`config.mk`:
```
export PLATFORM = sky130hd
export DESIGN_NAME = insn_align_buf
export DESIGN_NICKNAME = d
export VERILOG_FILES = /design/src/rtl/insn_align_pkg.sv /design/src/rtl/insn_align_store.sv /design/src/rtl/insn_align_window.sv /design/src/rtl/insn_align_buf.sv
export SDC_FILE = /design/constraint.sdc
export NUM_CORES = 1
export LEC_CHECK = 0
export BUFFER_PORTS_ARGS = -buffer_cell sky130_fd_sc_hd__buf_2
export CAP_MARGIN = 10
export CORE_AREA = 3 3 300 302
export CTS_CLUSTER_SIZE = 16
export DETAILED_ROUTE_END_ITERATION = 7
export DIE_AREA = 0 0 303 305
export HOLD_SLACK_MARGIN = 0.08
export PLACE_DENSITY_LB_ADDON = 0.12
export SLEW_MARGIN = 20
export SYNTH_ARGS = -nofsm -noshare
export SYNTH_HDL_FRONTEND = slang
export SYNTH_SLANG_ARGS = --single-unit
```
`constraint.sdc`:
```
create_clock -name clk_i -period 20.5 [get_ports clk_i]
set_clock_uncertainty 0.05 [all_clocks]
set_input_delay 1.025 -clock clk_i [delete_from_list [all_inputs] [get_ports clk_i]]
set_output_delay 1.025 -clock clk_i [all_outputs]
set_load 0.005 [all_outputs]
```
`src/rtl/insn_align_pkg.sv`:
```
package insn_align_pkg;
  localparam int SLOTS   = 4;
  localparam int INSN_W  = 32;
  localparam int LINE_W  = SLOTS * INSN_W;
  localparam int OFF_W   = $clog2(SLOTS);
  localparam int EOG_BIT = INSN_W - 1;
  typedef logic [INSN_W-1:0] insn_t;
endpackage

```
`src/rtl/insn_align_store.sv`:
```
module insn_align_store
  import insn_align_pkg::*;
#(
  parameter int DEPTH = 5,
  parameter int CNT_W = $clog2(DEPTH + 1)
) (
  input  logic              clk_i,
  input  logic              rst_ni,
  input  logic              flush_i,
  input  logic              push_i,
  input  logic [LINE_W-1:0] line_i,
  input  logic              pop_i,
  output logic [LINE_W-1:0] head_o,
  output logic [LINE_W-1:0] next_o,
  output logic [CNT_W-1:0]  cnt_o
);
  localparam int PTR_W = (DEPTH > 1) ? $clog2(DEPTH) : 1;

  logic [LINE_W-1:0] mem_q [DEPTH];
  logic [PTR_W-1:0]  wr_q, rd_q, rd_nx;
  logic [CNT_W-1:0]  cnt_q;

  function automatic logic [PTR_W-1:0] inc(input logic [PTR_W-1:0] p);
    return (p == PTR_W'(DEPTH - 1)) ? '0 : p + PTR_W'(1);
  endfunction

  assign rd_nx  = inc(rd_q);
  assign head_o = mem_q[rd_q];
  assign next_o = mem_q[rd_nx];
  assign cnt_o  = cnt_q;

  always_ff @(posedge clk_i) begin
    if (push_i && !flush_i) mem_q[wr_q] <= line_i;
  end

  always_ff @(posedge clk_i or negedge rst_ni) begin
    if (!rst_ni) begin
      wr_q  <= '0;
      rd_q  <= '0;
      cnt_q <= '0;
    end else if (flush_i) begin
      wr_q  <= '0;
      rd_q  <= '0;
      cnt_q <= '0;
    end else begin
      if (push_i) wr_q <= inc(wr_q);
      if (pop_i)  rd_q <= rd_nx;
      case ({push_i, pop_i})
        2'b10:   cnt_q <= cnt_q + CNT_W'(1);
        2'b01:   cnt_q <= cnt_q - CNT_W'(1);
        default: cnt_q <= cnt_q;
      endcase
    end
  end
endmodule

```
`src/rtl/insn_align_window.sv`:
```
module insn_align_window
  import insn_align_pkg::*;
#(
  parameter int DEPTH = 5,
  parameter int CNT_W = $clog2(DEPTH + 1)
) (
  input  logic [LINE_W-1:0] head_i,
  input  logic [LINE_W-1:0] next_i,
  input  logic [CNT_W-1:0]  cnt_i,
  input  logic [OFF_W-1:0]  off_i,
  output logic              valid_o,
  output logic [LINE_W-1:0] line_o,
  output logic [SLOTS-1:0]  mask_o,
  output logic              pop_o,
  output logic [OFF_W-1:0]  off_nx_o
);
  insn_t            win_w [SLOTS];
  logic [SLOTS-1:0] win_p;
  logic [OFF_W:0]   n_q;
  logic             ok;
  logic [OFF_W:0]   end_idx;

  // window slot j = stream position off_i + j, spilling into the next line
  for (genvar j = 0; j < SLOTS; j++) begin : g_win
    logic [OFF_W:0] idx;
    assign idx = {1'b0, off_i} + (OFF_W + 1)'(j);
    assign win_w[j] = idx[OFF_W] ? next_i[idx[OFF_W-1:0]*INSN_W +: INSN_W]
                                 : head_i[idx[OFF_W-1:0]*INSN_W +: INSN_W];
    assign win_p[j] = idx[OFF_W] ? (cnt_i >= CNT_W'(2)) : (cnt_i >= CNT_W'(1));
    assign mask_o[j] = ok && ((OFF_W + 1)'(j) < n_q);
    assign line_o[j*INSN_W +: INSN_W] = mask_o[j] ? win_w[j] : '0;
  end

  always_comb begin
    logic done;
    done = 1'b0;
    ok   = 1'b0;
    n_q  = '0;
    for (int j = 0; j < SLOTS; j++) begin
      if (!done) begin
        if (!win_p[j]) begin
          done = 1'b1;
        end else begin
          n_q = (OFF_W + 1)'(j + 1);
          if (win_w[j][EOG_BIT] || j == SLOTS - 1) begin
            ok   = 1'b1;
            done = 1'b1;
          end
        end
      end
    end
  end

  assign end_idx  = {1'b0, off_i} + n_q;
  assign valid_o  = ok;
  assign pop_o    = ok && end_idx[OFF_W];
  assign off_nx_o = end_idx[OFF_W-1:0];
endmodule

```
`src/rtl/insn_align_buf.sv`:
```
module insn_align_buf
  import insn_align_pkg::*;
#(
  parameter int DEPTH = 5
) (
  input  logic              clk_i,
  input  logic              rst_ni,
  input  logic              fetch_valid_i,
  input  logic [LINE_W-1:0] fetch_line_i,
  output logic              fetch_ready_o,
  input  logic              flush_i,
  input  logic [OFF_W-1:0]  flush_slot_i,
  output logic              grp_valid_o,
  input  logic              grp_ready_i,
  output logic [LINE_W-1:0] grp_line_o,
  output logic [SLOTS-1:0]  grp_mask_o
);
  localparam int CNT_W = $clog2(DEPTH + 1);

  logic [LINE_W-1:0] head, next;
  logic [CNT_W-1:0]  cnt;
  logic [OFF_W-1:0]  off_q, off_nx;
  logic              win_valid, win_pop, fire, pop, push;

  assign grp_valid_o   = win_valid && !flush_i;
  assign fire          = grp_valid_o && grp_ready_i;
  assign pop           = fire && win_pop;
  // a retiring line frees its entry for the incoming one in the same cycle
  assign fetch_ready_o = !flush_i && ((cnt < CNT_W'(DEPTH)) || pop);
  assign push          = fetch_valid_i && fetch_ready_o;

  always_ff @(posedge clk_i or negedge rst_ni) begin
    if (!rst_ni)      off_q <= '0;
    else if (flush_i) off_q <= flush_slot_i;
    else if (fire)    off_q <= off_nx;
  end

  insn_align_store #(.DEPTH(DEPTH), .CNT_W(CNT_W)) u_store (
    .clk_i  (clk_i),
    .rst_ni (rst_ni),
    .flush_i(flush_i),
    .push_i (push),
    .line_i (fetch_line_i),
    .pop_i  (pop),
    .head_o (head),
    .next_o (next),
    .cnt_o  (cnt)
  );

  insn_align_window #(.DEPTH(DEPTH), .CNT_W(CNT_W)) u_window (
    .head_i  (head),
    .next_i  (next),
    .cnt_i   (cnt),
    .off_i   (off_q),
    .valid_o (win_valid),
    .line_o  (grp_line_o),
    .mask_o  (grp_mask_o),
    .pop_o   (win_pop),
    .off_nx_o(off_nx)
  );
endmodule

```
==> results.txt, run 1 <==
----------------------------------------------------
[Layout]
  Number of nets at the end of the flow ... 2251
  Final-layout fill cell count ... 7558
  Area growth syn-to-layout ... 14.9%
  Share of layout cells above drive strength 1 ... 0.409

[Synth]
  Number of synthesized flops with an enable pin ... 640
  Cell taking the most area after synthesis ... sky130_fd_sc_hd__edfxtp_1
  Number of synthesized register bits ... 651
  Top cells by area in the synthesized netlist ... sky130_fd_sc_hd__edfxtp_1, sky130_fd_sc_hd__mux4_2, sky130_fd_sc_hd__mux2i_1
  Fraction of registers with async set/reset ... 0.0169
  Post-synthesis sequential area ratio ... 0.559
  Syn_nets ... 2032
  Average cell area after synthesis ... 18.5 um^2
  Mapped Cells ... 1886
  Top FF cell, synth ... sky130_fd_sc_hd__edfxtp_1
  Area of the mapped netlist ... 34900 um^2
  Proportion of netlist area held by the largest area contributor ... 0.551
  Post-synthesis cell type count ... 57
  Number of warnings issued by yosys ... 0

[Routing]
  Count of routing violations after the opening detailed-route iteration ... 1643
  Remaining routing DRC violations ... 0
  Routed len/inst ... 31.1 um
  Total wire length after detailed routing ... 104000 um
  Average vias per placed instance ... 6.16
  DR pass1 iterations ... 8
  Antenna viol nets, final ... 0
  Via count ... 20.7k

[Power]
  Switch Pwr ... 1.29 mW
  Power Total ... 4.23 mW
  Proportion of power drawn by combinational gates ... 0.306
  Cell Int Power ... 2.93 mW
  Largest voltage drop on the vdd net ... 0.0668 mV
  PwrDens ... 105 nW/um^2
  Switching share of power ... 0.306
  Leakage power figure ... 13.6 nW
  Portion of total power attributed to sequential cells ... 0.364
  Power share of the clock group ... 0.331

[Global route]
  Overall overflow remaining after global route ... 0
  Global-route wire length before repair ... 152000 um
  Met3 global-route usage ... 0.0463
  Vias in the first global route ... 22.0k
  Initial antenna violation count ... 30
  Maximum number of pins on one net before global-route repair ... 129
  GR met1 Demand/Resource ... 0.310
  Met2 track demand over resource ... 0.362
  GRT Util Overall ... 0.226
  Global route hottest layer ... met2

[Clocking]
  CTS tree ... built
  Clock latency at the later pin of the worst-skew pair ... 0.63 ns
  Post-CTS setup buffer count ... 0
  H-tree Lvls ... 3
  CTS clock-pin slew for the worst setup and hold paths ... 0.06 ns
  Number of buffers created by CTS ... 78
  Max Root-Sink Buffers ... 3
  Gates resized, CTS repair ... 0
  Number of buffers added to fix hold violations after cts ... 0
  Clock root buffer ... sky130_fd_sc_hd__clkbuf_16
  CTS Sinks ... 651

[Worst hold path]
  Type of the tightest min-delay check ... in -> async

[STA]
  Setup WS post-layout ... 12.21 ns
  Final-report max-slew violation count ... 0
  Time the final worst path needs with I/O delays and setup ... 8.29 ns
  Aggregate negative setup slack ... 0 ns
  Setup-violating endpoint count in the final report ... 0
  Tightest Pin Transition ... 1.08 ns
  Part of the cycle the worst path needs ... 0.404
  Number of hold-slack violations in the final timing report ... 0
  Fmax ... 121 MHz
  RSZ-0062 raised after global routing ... no
  Slew margin rel. ... 0.277

[Critical path]
  Element type at the critical path start ... register
  Logic depth of the worst setup path including buffers ... 21
  Worst-case reg-to-reg path depth ... 21
  Endpoint type of the worst setup path ... register
  Required @ worst endpoint ... 20.69 ns
  Cell family with most CP delay ... buffers and inverters
  Worst endpoint data arrival time ... 8.48 ns
  Critical path start-end classification ... reg -> reg
  Slowest Stage Delay on Critical Path ... 0.89 ns
  FF-to-FF Start ... u_store.rd_q[1]$_DFFE_PN0P_
  Top cell by count, worst path ... sky130_fd_sc_hd__buf_4
  Worst reg-to-reg setup slack ... 12.21 ns
  Endpoint of the lowest-slack register-to-register path ... u_store.mem_q[0][110]$_DFFE_PP_
  Cells traversed along the worst timing path ... buf_4 > buf_4 > buf_4 > mux2i_1 > a21oi_1 > and2_1 > mux4_2 > nor2_1 > nor2_1 > a21oi_1 > nor2_1 > a21oi_1 > ha_1 > inv_1 > fa_1 > xnor2_4 > nor2_2 > o211ai_1 > nor3_2 > buf_6 > buf_4
  Max Fanout on Critical Path ... 60
  Standard cell with the maximum stage delay on the critical path ... sky130_fd_sc_hd__buf_4
  Buf+Inv Stages, Crit Path ... 6

[Flow run]
  Max-cap violation count ... 0

[Floorplan]
  Number of standard-cell rows in the floorplan ... 109
  Core ar. ... 88000 um^2
  Floorplan die area ... 92400 um^2
  Height of the die ... 305 um
  Width of the die ... 303 um
  I/O pin count ... 269
  Starting Density ... 0.397

[Placement]
  Pre-CTS WS ... 12.10 ns
  DPL Wire Length ... 61300 um
  Count of input and output buffers ... 268
  Global placement routability congestion ... 0.799

[Run status]
  Status ... completed

----------------------------------------------------
[worst max path at each step]
| stage | start | endpoint | slack [ns] |
|---|---|---|---|
| 3_5_place_dp | u_store.rd_q[1]$_DFFE_PN0P_ | u_store.mem_q[0][14]$_DFFE_PP_ | 12.10 |
| 2_1_floorplan | u_store.rd_q[1]$_DFFE_PN0P_ | u_store.mem_q[4][0]$_DFFE_PP_ | 2.78 |
| 6_report | u_store.rd_q[1]$_DFFE_PN0P_ | u_store.mem_q[0][110]$_DFFE_PP_ | 12.21 |
| 3_3_place_gp | u_store.rd_q[1]$_DFFE_PN0P_ | u_store.mem_q[0][111]$_DFFE_PP_ | 11.90 |
| 5_1_grt | u_store.rd_q[0]$_DFFE_PN0P_ | u_store.mem_q[0][45]$_DFFE_PP_ | 11.65 |
| 4_1_cts | u_store.rd_q[1]$_DFFE_PN0P_ | u_store.mem_q[0][110]$_DFFE_PP_ | 12.06 |
[flip-flops by register name, indices dropped and copies added, names as in the netlist]
register	count
off_q	2
u_store.cnt_o	3
u_store.mem_q	640
u_store.rd_q	3
u_store.wr_q	3
[power by group through the flow]
| stage | logic (mW) | registers, mW | clock network [mW] |
|---|---|---|---|
| 2_1_floorplan | 0.903 | 1.55 | 0 |
| 3_3_place_gp | 1.29 | 1.56 | 0 |
| 3_5_place_dp | 1.30 | 1.56 | 0 |
| 4_1_cts | 1.30 | 1.54 | 1.43 |
| 5_1_grt | 1.38 | 1.54 | 1.49 |
| 6_report | 1.29 | 1.54 | 1.40 |
[through the flow]
stage / util / cells / area [um^2] / hold WS (ns)
final: 0.456 / 3353 / 40100 / 0.251
after global routing: 0.456 / 3345 / 40100 / 0.235
after CTS: 0.455 / 3333 / 40000 / 0.223
after detailed placement: 0.426 / 3190 / 37500 / 0.545
after global placement: 0.426 / 3190 / 37500 / 0.534
after floorplan: - / 1886 / 34900 / 0.496
[cells by family (layout without fill, tap and decap cells)]
| family | Yosys count | count (layout) | share of synthesized area |
|---|---|---|---|
| AO/OA/AOI/OAI | 117 | 117 | 0.0245 |
| adder cells (fa/ha/maj) | 11 | 11 | 0.00416 |
| XOR/XNOR | 1 | 1 | 0.000789 |
| other | 0 | 20 | 0 |
| AND/OR/NAND/NOR | 213 | 213 | 0.0299 |
| multiplexers | 710 | 710 | 0.361 |
| flip-flops | 651 | 651 | 0.559 |
| buffers and inverters | 183 | 465 | 0.0206 |
[routing by layer]
| layer | vias up | share of wire |
|---|---|---|
| met3 | 149 | 0.060 |
| met1 | 11200 | 0.42 |
| met2 | 728 | 0.49 |
| met5 | - | 0.00026 |
| met4 | 4 | 0.028 |
| li1 | 8546 | - |
[cell usage after synthesis (2+ instances only)]
master                     number
sky130_fd_sc_hd__nor2b_1       66
sky130_fd_sc_hd__clkbuf_1     109
sky130_fd_sc_hd__a211oi_1      63
sky130_fd_sc_hd__and2_1         5
sky130_fd_sc_hd__nand2b_1       6
sky130_fd_sc_hd__nand3_1        5
sky130_fd_sc_hd__buf_2         14
sky130_fd_sc_hd__mux2_4         2
sky130_fd_sc_hd__mux4_2       439
sky130_fd_sc_hd__a21o_1         2
sky130_fd_sc_hd__o211ai_1       3
sky130_fd_sc_hd__a2111o_1       2
sky130_fd_sc_hd__a21oi_1       15
sky130_fd_sc_hd__o21ai_0        6
sky130_fd_sc_hd__a22oi_1        2
sky130_fd_sc_hd__nor2_1        85
sky130_fd_sc_hd__buf_1         42
sky130_fd_sc_hd__mux2_2         3
sky130_fd_sc_hd__o22ai_1        2
sky130_fd_sc_hd__nand2_1       27
sky130_fd_sc_hd__edfxtp_1     640
sky130_fd_sc_hd__mux2_1         2
sky130_fd_sc_hd__mux2i_1      264
sky130_fd_sc_hd__nor3_1         8
sky130_fd_sc_hd__ha_1          10
sky130_fd_sc_hd__dfrtp_1       11
sky130_fd_sc_hd__buf_6          2
sky130_fd_sc_hd__o21ai_1        2
sky130_fd_sc_hd__nand4_1        2
sky130_fd_sc_hd__a22o_1         2
sky130_fd_sc_hd__a31oi_1        5
sky130_fd_sc_hd__inv_1         15
[placed cells by master, fill, tap and decap left out, drive strengths merged, types with 2 or more instances in the layout]
cell,instances
nor2,86
or2,2
inv,18
a2111o,2
and2,5
buf,306
nand2,27
mux2,7
a211oi,63
clkbuf,104
o22ai,2
clkinv,24
nor3,8
bufinv,9
nor2b,66
diode,20
o21ai,9
a22o,2
nand3,5
a22oi,2
nand2b,6
o211ai,3
nand4,2
clkinvlp,4
mux2i,264
ha,10
a21oi,15
edfxtp,640
a21o,2
a31oi,5
dfrtp,11
mux4,439
[final cells by class]
| class | instances | area (um^2) | area share |
|---|---|---|---|
| Sequential cell | 651 | 19500 | 0.487 |
| Multi-Input combinational cell | 1052 | 14800 | 0.369 |
| Clock buffer | 104 | 2080 | 0.0519 |
| Timing Repair Buffer | 306 | 1670 | 0.0416 |
| Tap cell | 1165 | 1460 | 0.0364 |
| Clock inverter | 39 | 489 | 0.0122 |
| Inverter | 16 | 62.6 | 0.00156 |
| Antenna cell | 20 | 50.0 | 0.00125 |
(Power assumes the default switching activity.)
==> inputs of run 2 (changes only) <==
==> constraint.sdc (replaced) <==
create_clock -name clk_i -period 7.7 [get_ports clk_i]
set_clock_uncertainty 0.05 [all_clocks]
set_input_delay 0.385 -clock clk_i [delete_from_list [all_inputs] [get_ports clk_i]]
set_output_delay 0.385 -clock clk_i [all_outputs]
set_load 0.005 [all_outputs]
==> results.txt, run 2 (synthesis gave the netlist of run 1 again) <==
----------------------------------------------------
[Floorplan]
  I/O pin count ... 269 (unchanged)
  Number of standard-cell rows in the floorplan ... 109 (unchanged)
  Core ar. ... 88000 um^2 (unchanged)
  Starting Density ... 0.397 (unchanged)
  Height of the die ... 305 um (unchanged)
  Floorplan die area ... 92400 um^2 (unchanged)
  Width of the die ... 303 um (unchanged)

[Layout]
  Final standard cell area without fillers ... 41300 um^2 (+3.1%)
  Area growth syn-to-layout ... 18.5%
  Register with the highest flop count ... u_store.mem_q
  Number of flip-flops under the largest register name ... 640 (unchanged)
  Most common library cell in the layout ignoring fill and taps ... sky130_fd_sc_hd__edfxtp_1
  Final core utilization ... 0.470 (+0.0142)
  Number of nets at the end of the flow ... 2381 (+5.8%)
  Most frequent cells in the layout ... sky130_fd_sc_hd__edfxtp_1, sky130_fd_sc_hd__mux4_2, sky130_fd_sc_hd__buf_2
  Share of layout cells above drive strength 1 ... 0.383 (-0.0252)

[Power]
  Switching share of power ... 0.310 (+0.00367)
  Portion of total power attributed to sequential cells ... 0.367 (+0.003)
  Largest voltage drop on the vdd net ... 0.184 mV (+170%)
  Leakage power figure ... 14.1 nW (+3.8%)
  Switch Pwr ... 3.47 mW (+170%)
  Cell Int Power ... 7.72 mW (+160%)
  PwrDens ... 271 nW/um^2 (+160%)
  Proportion of power drawn by combinational gates ... 0.317 (+0.011)
  Power share of the clock group ... 0.316 (-0.015)

[Clocking]
  Max Root-Sink Buffers ... 3 (unchanged)
  Post-CTS setup buffer count ... 0 (unchanged)
  Clock root buffer ... sky130_fd_sc_hd__clkbuf_16
  H-tree Lvls ... 3 (unchanged)
  Number of buffers created by CTS ... 77 (-1.3%)
  CTS Sinks ... 651 (unchanged)
  CTS tree ... built
  Clock latency at the later pin of the worst-skew pair ... 0.62 ns (about the same)
  CTS clock-pin slew for the worst setup and hold paths ... 0.05 ns (about the same)

[Critical path]
  Critical path start-end classification ... reg -> reg
  Required @ worst endpoint ... 7.90 ns (-12.79 ns)
  Worst endpoint data arrival time ... 6.35 ns (-2.13 ns)
  Worst reg-to-reg setup slack ... 1.55 ns (-10.67 ns)
  Max Fanout on Critical Path ... 37 (-38%)
  Endpoint type of the worst setup path ... register
  Element type at the critical path start ... register

[Routing]
  Met1 wire length ... 44500 um (+0.57%)
  Length of routed met3 wiring ... 7520 um (+20%)
  Average vias per placed instance ... 6.14 (-0.34%)
  Total wire length after detailed routing ... 107000 um (+2.4%)
  DR pass1 iterations ... 5 (-3)
  Routed len/inst ... 30.8 um (-1.1%)
  Count of routing violations after the opening detailed-route iteration ... 2273 (+38%)
  Met2 routed WL ... 52600 um (+3.4%)
  Remaining routing DRC violations ... 0 (unchanged)
  Antenna viol nets, final ... 0 (unchanged)
  Via count ... 21.3k (+3.1%)
  Highest metal layer with signal wires ... met5

[STA]
  RSZ-0062 raised after global routing ... no
  Tightest Pin Transition ... 1.15 ns (+0.0633 ns)
  Fmax ... 163 MHz (+35%)
  Setup-violating endpoint count in the final report ... 0 (unchanged)
  Final-report max-slew violation count ... 0 (unchanged)
  Part of the cycle the worst path needs ... 0.799 (+0.395)
  Time the final worst path needs with I/O delays and setup ... 6.15 ns (-2.13 ns)
  Number of hold-slack violations in the final timing report ... 0 (unchanged)
  Slew margin rel. ... 0.233 (-0.0440)

[Placement]
  Area post-placement ... 37600 um^2 (+0.37%)
  Global placement routability congestion ... 0.821 (+2.7%)
  DPL Wire Length ... 63300 um (+3.3%)
  Count of input and output buffers ... 268 (unchanged)

[Run status]
  Status ... completed

[Worst hold path]
  Type of the tightest min-delay check ... in -> reg

[Global route]
  Overall overflow remaining after global route ... 0 (unchanged)
  Vias in the first global route ... 22.7k (+3.0%)
  Global-route wire length before repair ... 156000 um (+2.6%)
  GRT Util Overall ... 0.232 (+0.00569)
  Initial antenna violation count ... 14 (-53%)
  Maximum number of pins on one net before global-route repair ... 101 (-22%)

[Flow run]
  Max-cap violation count ... 0 (unchanged)

----------------------------------------------------
## run 2: cell types whose count changed in the layout (fill, tap and decap cells not counted), sizes merged
| cell | previous run | this run |
|---|---|---|
| buf | 306 | 307 |
| bufinv | 9 | 6 |
| clkbuf | 104 | 97 |
| clkinv | 24 | 30 |
| clkinvlp | 4 | 2 |
| diode | 20 | 9 |
| dlygate4sd3 | 0 | 130 |
| inv | 18 | 20 |
## run 2: power by group through the flow
stage | clock, mW | sequential (mW) | combinational [mW]
after floorplan | 0 | 4.10 | 2.42
after global placement | 0 | 4.17 | 3.49
after detailed placement | 0 | 4.18 | 3.50
after CTS | 3.63 | 4.10 | 3.57
after global routing | 3.76 | 4.11 | 3.78
final | 3.54 | 4.10 | 3.55
## run 2: final timing paths
check                                                  to                   startpoint  depth (start not counted)
hold reg to reg               u_store.wr_q[2]$_DFFE_PN0P_  u_store.wr_q[2]$_DFFE_PN0P_                          3
max in group asynchronous     u_store.rd_q[0]$_DFFE_PN0P_                       rst_ni                          2
setup reg to reg           u_store.mem_q[0][98]$_DFFE_PP_  u_store.rd_q[0]$_DFFE_PN0P_                         14
min in group asynchronous     u_store.wr_q[1]$_DFFE_PN0P_                       rst_ni                          2
setup / recovery           u_store.mem_q[0][98]$_DFFE_PP_  u_store.rd_q[0]$_DFFE_PN0P_                         14
hold / removal               u_store.cnt_o[1]$_DFFE_PN0P_                fetch_valid_i                          2
## run 2: cell type report
class	instances	area [um^2]
fillers	7535	46600
flip-flops and latches	651	19500
multi-input cells	1052	14800
repair buffers	437	3050
clock buffers	97	2040
well taps	1165	1460
clock inverters	42	363
inverters	16	65.1
diodes	9	22.5
## run 2: worst max-delay path, stage by stage (launching register included)
cell and delay, ns:
sky130_fd_sc_hd__dfrtp_4 0.88, sky130_fd_sc_hd__inv_1 0.16, sky130_fd_sc_hd__ha_4 0.70, sky130_fd_sc_hd__mux2i_1 0.31
sky130_fd_sc_hd__mux4_2 0.29, sky130_fd_sc_hd__nor3b_2 0.06, sky130_fd_sc_hd__a2111o_1 0.43, sky130_fd_sc_hd__a2111o_2 0.52
sky130_fd_sc_hd__buf_4 0.41, sky130_fd_sc_hd__xnor2_4 0.27, sky130_fd_sc_hd__nor2_2 0.13, sky130_fd_sc_hd__buf_4 0.21
sky130_fd_sc_hd__o211ai_1 0.35, sky130_fd_sc_hd__nor3_4 0.32, sky130_fd_sc_hd__buf_4 0.60
## run 2: repair_timing
action	4_1_cts	5_1_grt
resized for setup	0	0
hold endpoints to repair	652	0
hold buffers	130	0
## run 2: routing by layer
layer | up-vias | GRT usage
met3 | 154 | 0.0468
met5 | - | 0
met1 | 11500 | 0.319
met2 | 852 | 0.381
met4 | 6 | 0.0526
li1 | 8780 | -
## run 2: metrics by stage
step	worst slack, ns	setup TNS, ns	total power [mW]	std cells	hold WS [ns]
2_1_floorplan	-0.538	-68.82	6.52	1886	0.0394
6_report	1.55	0	11.2	3469	0.145
3_5_place_dp	1.53	0	7.67	3191	0.271
4_1_cts	1.50	0	11.3	3460	0.0860
3_3_place_gp	1.68	0	7.66	3191	0.268
5_1_grt	1.29	0	11.7	3464	0.108
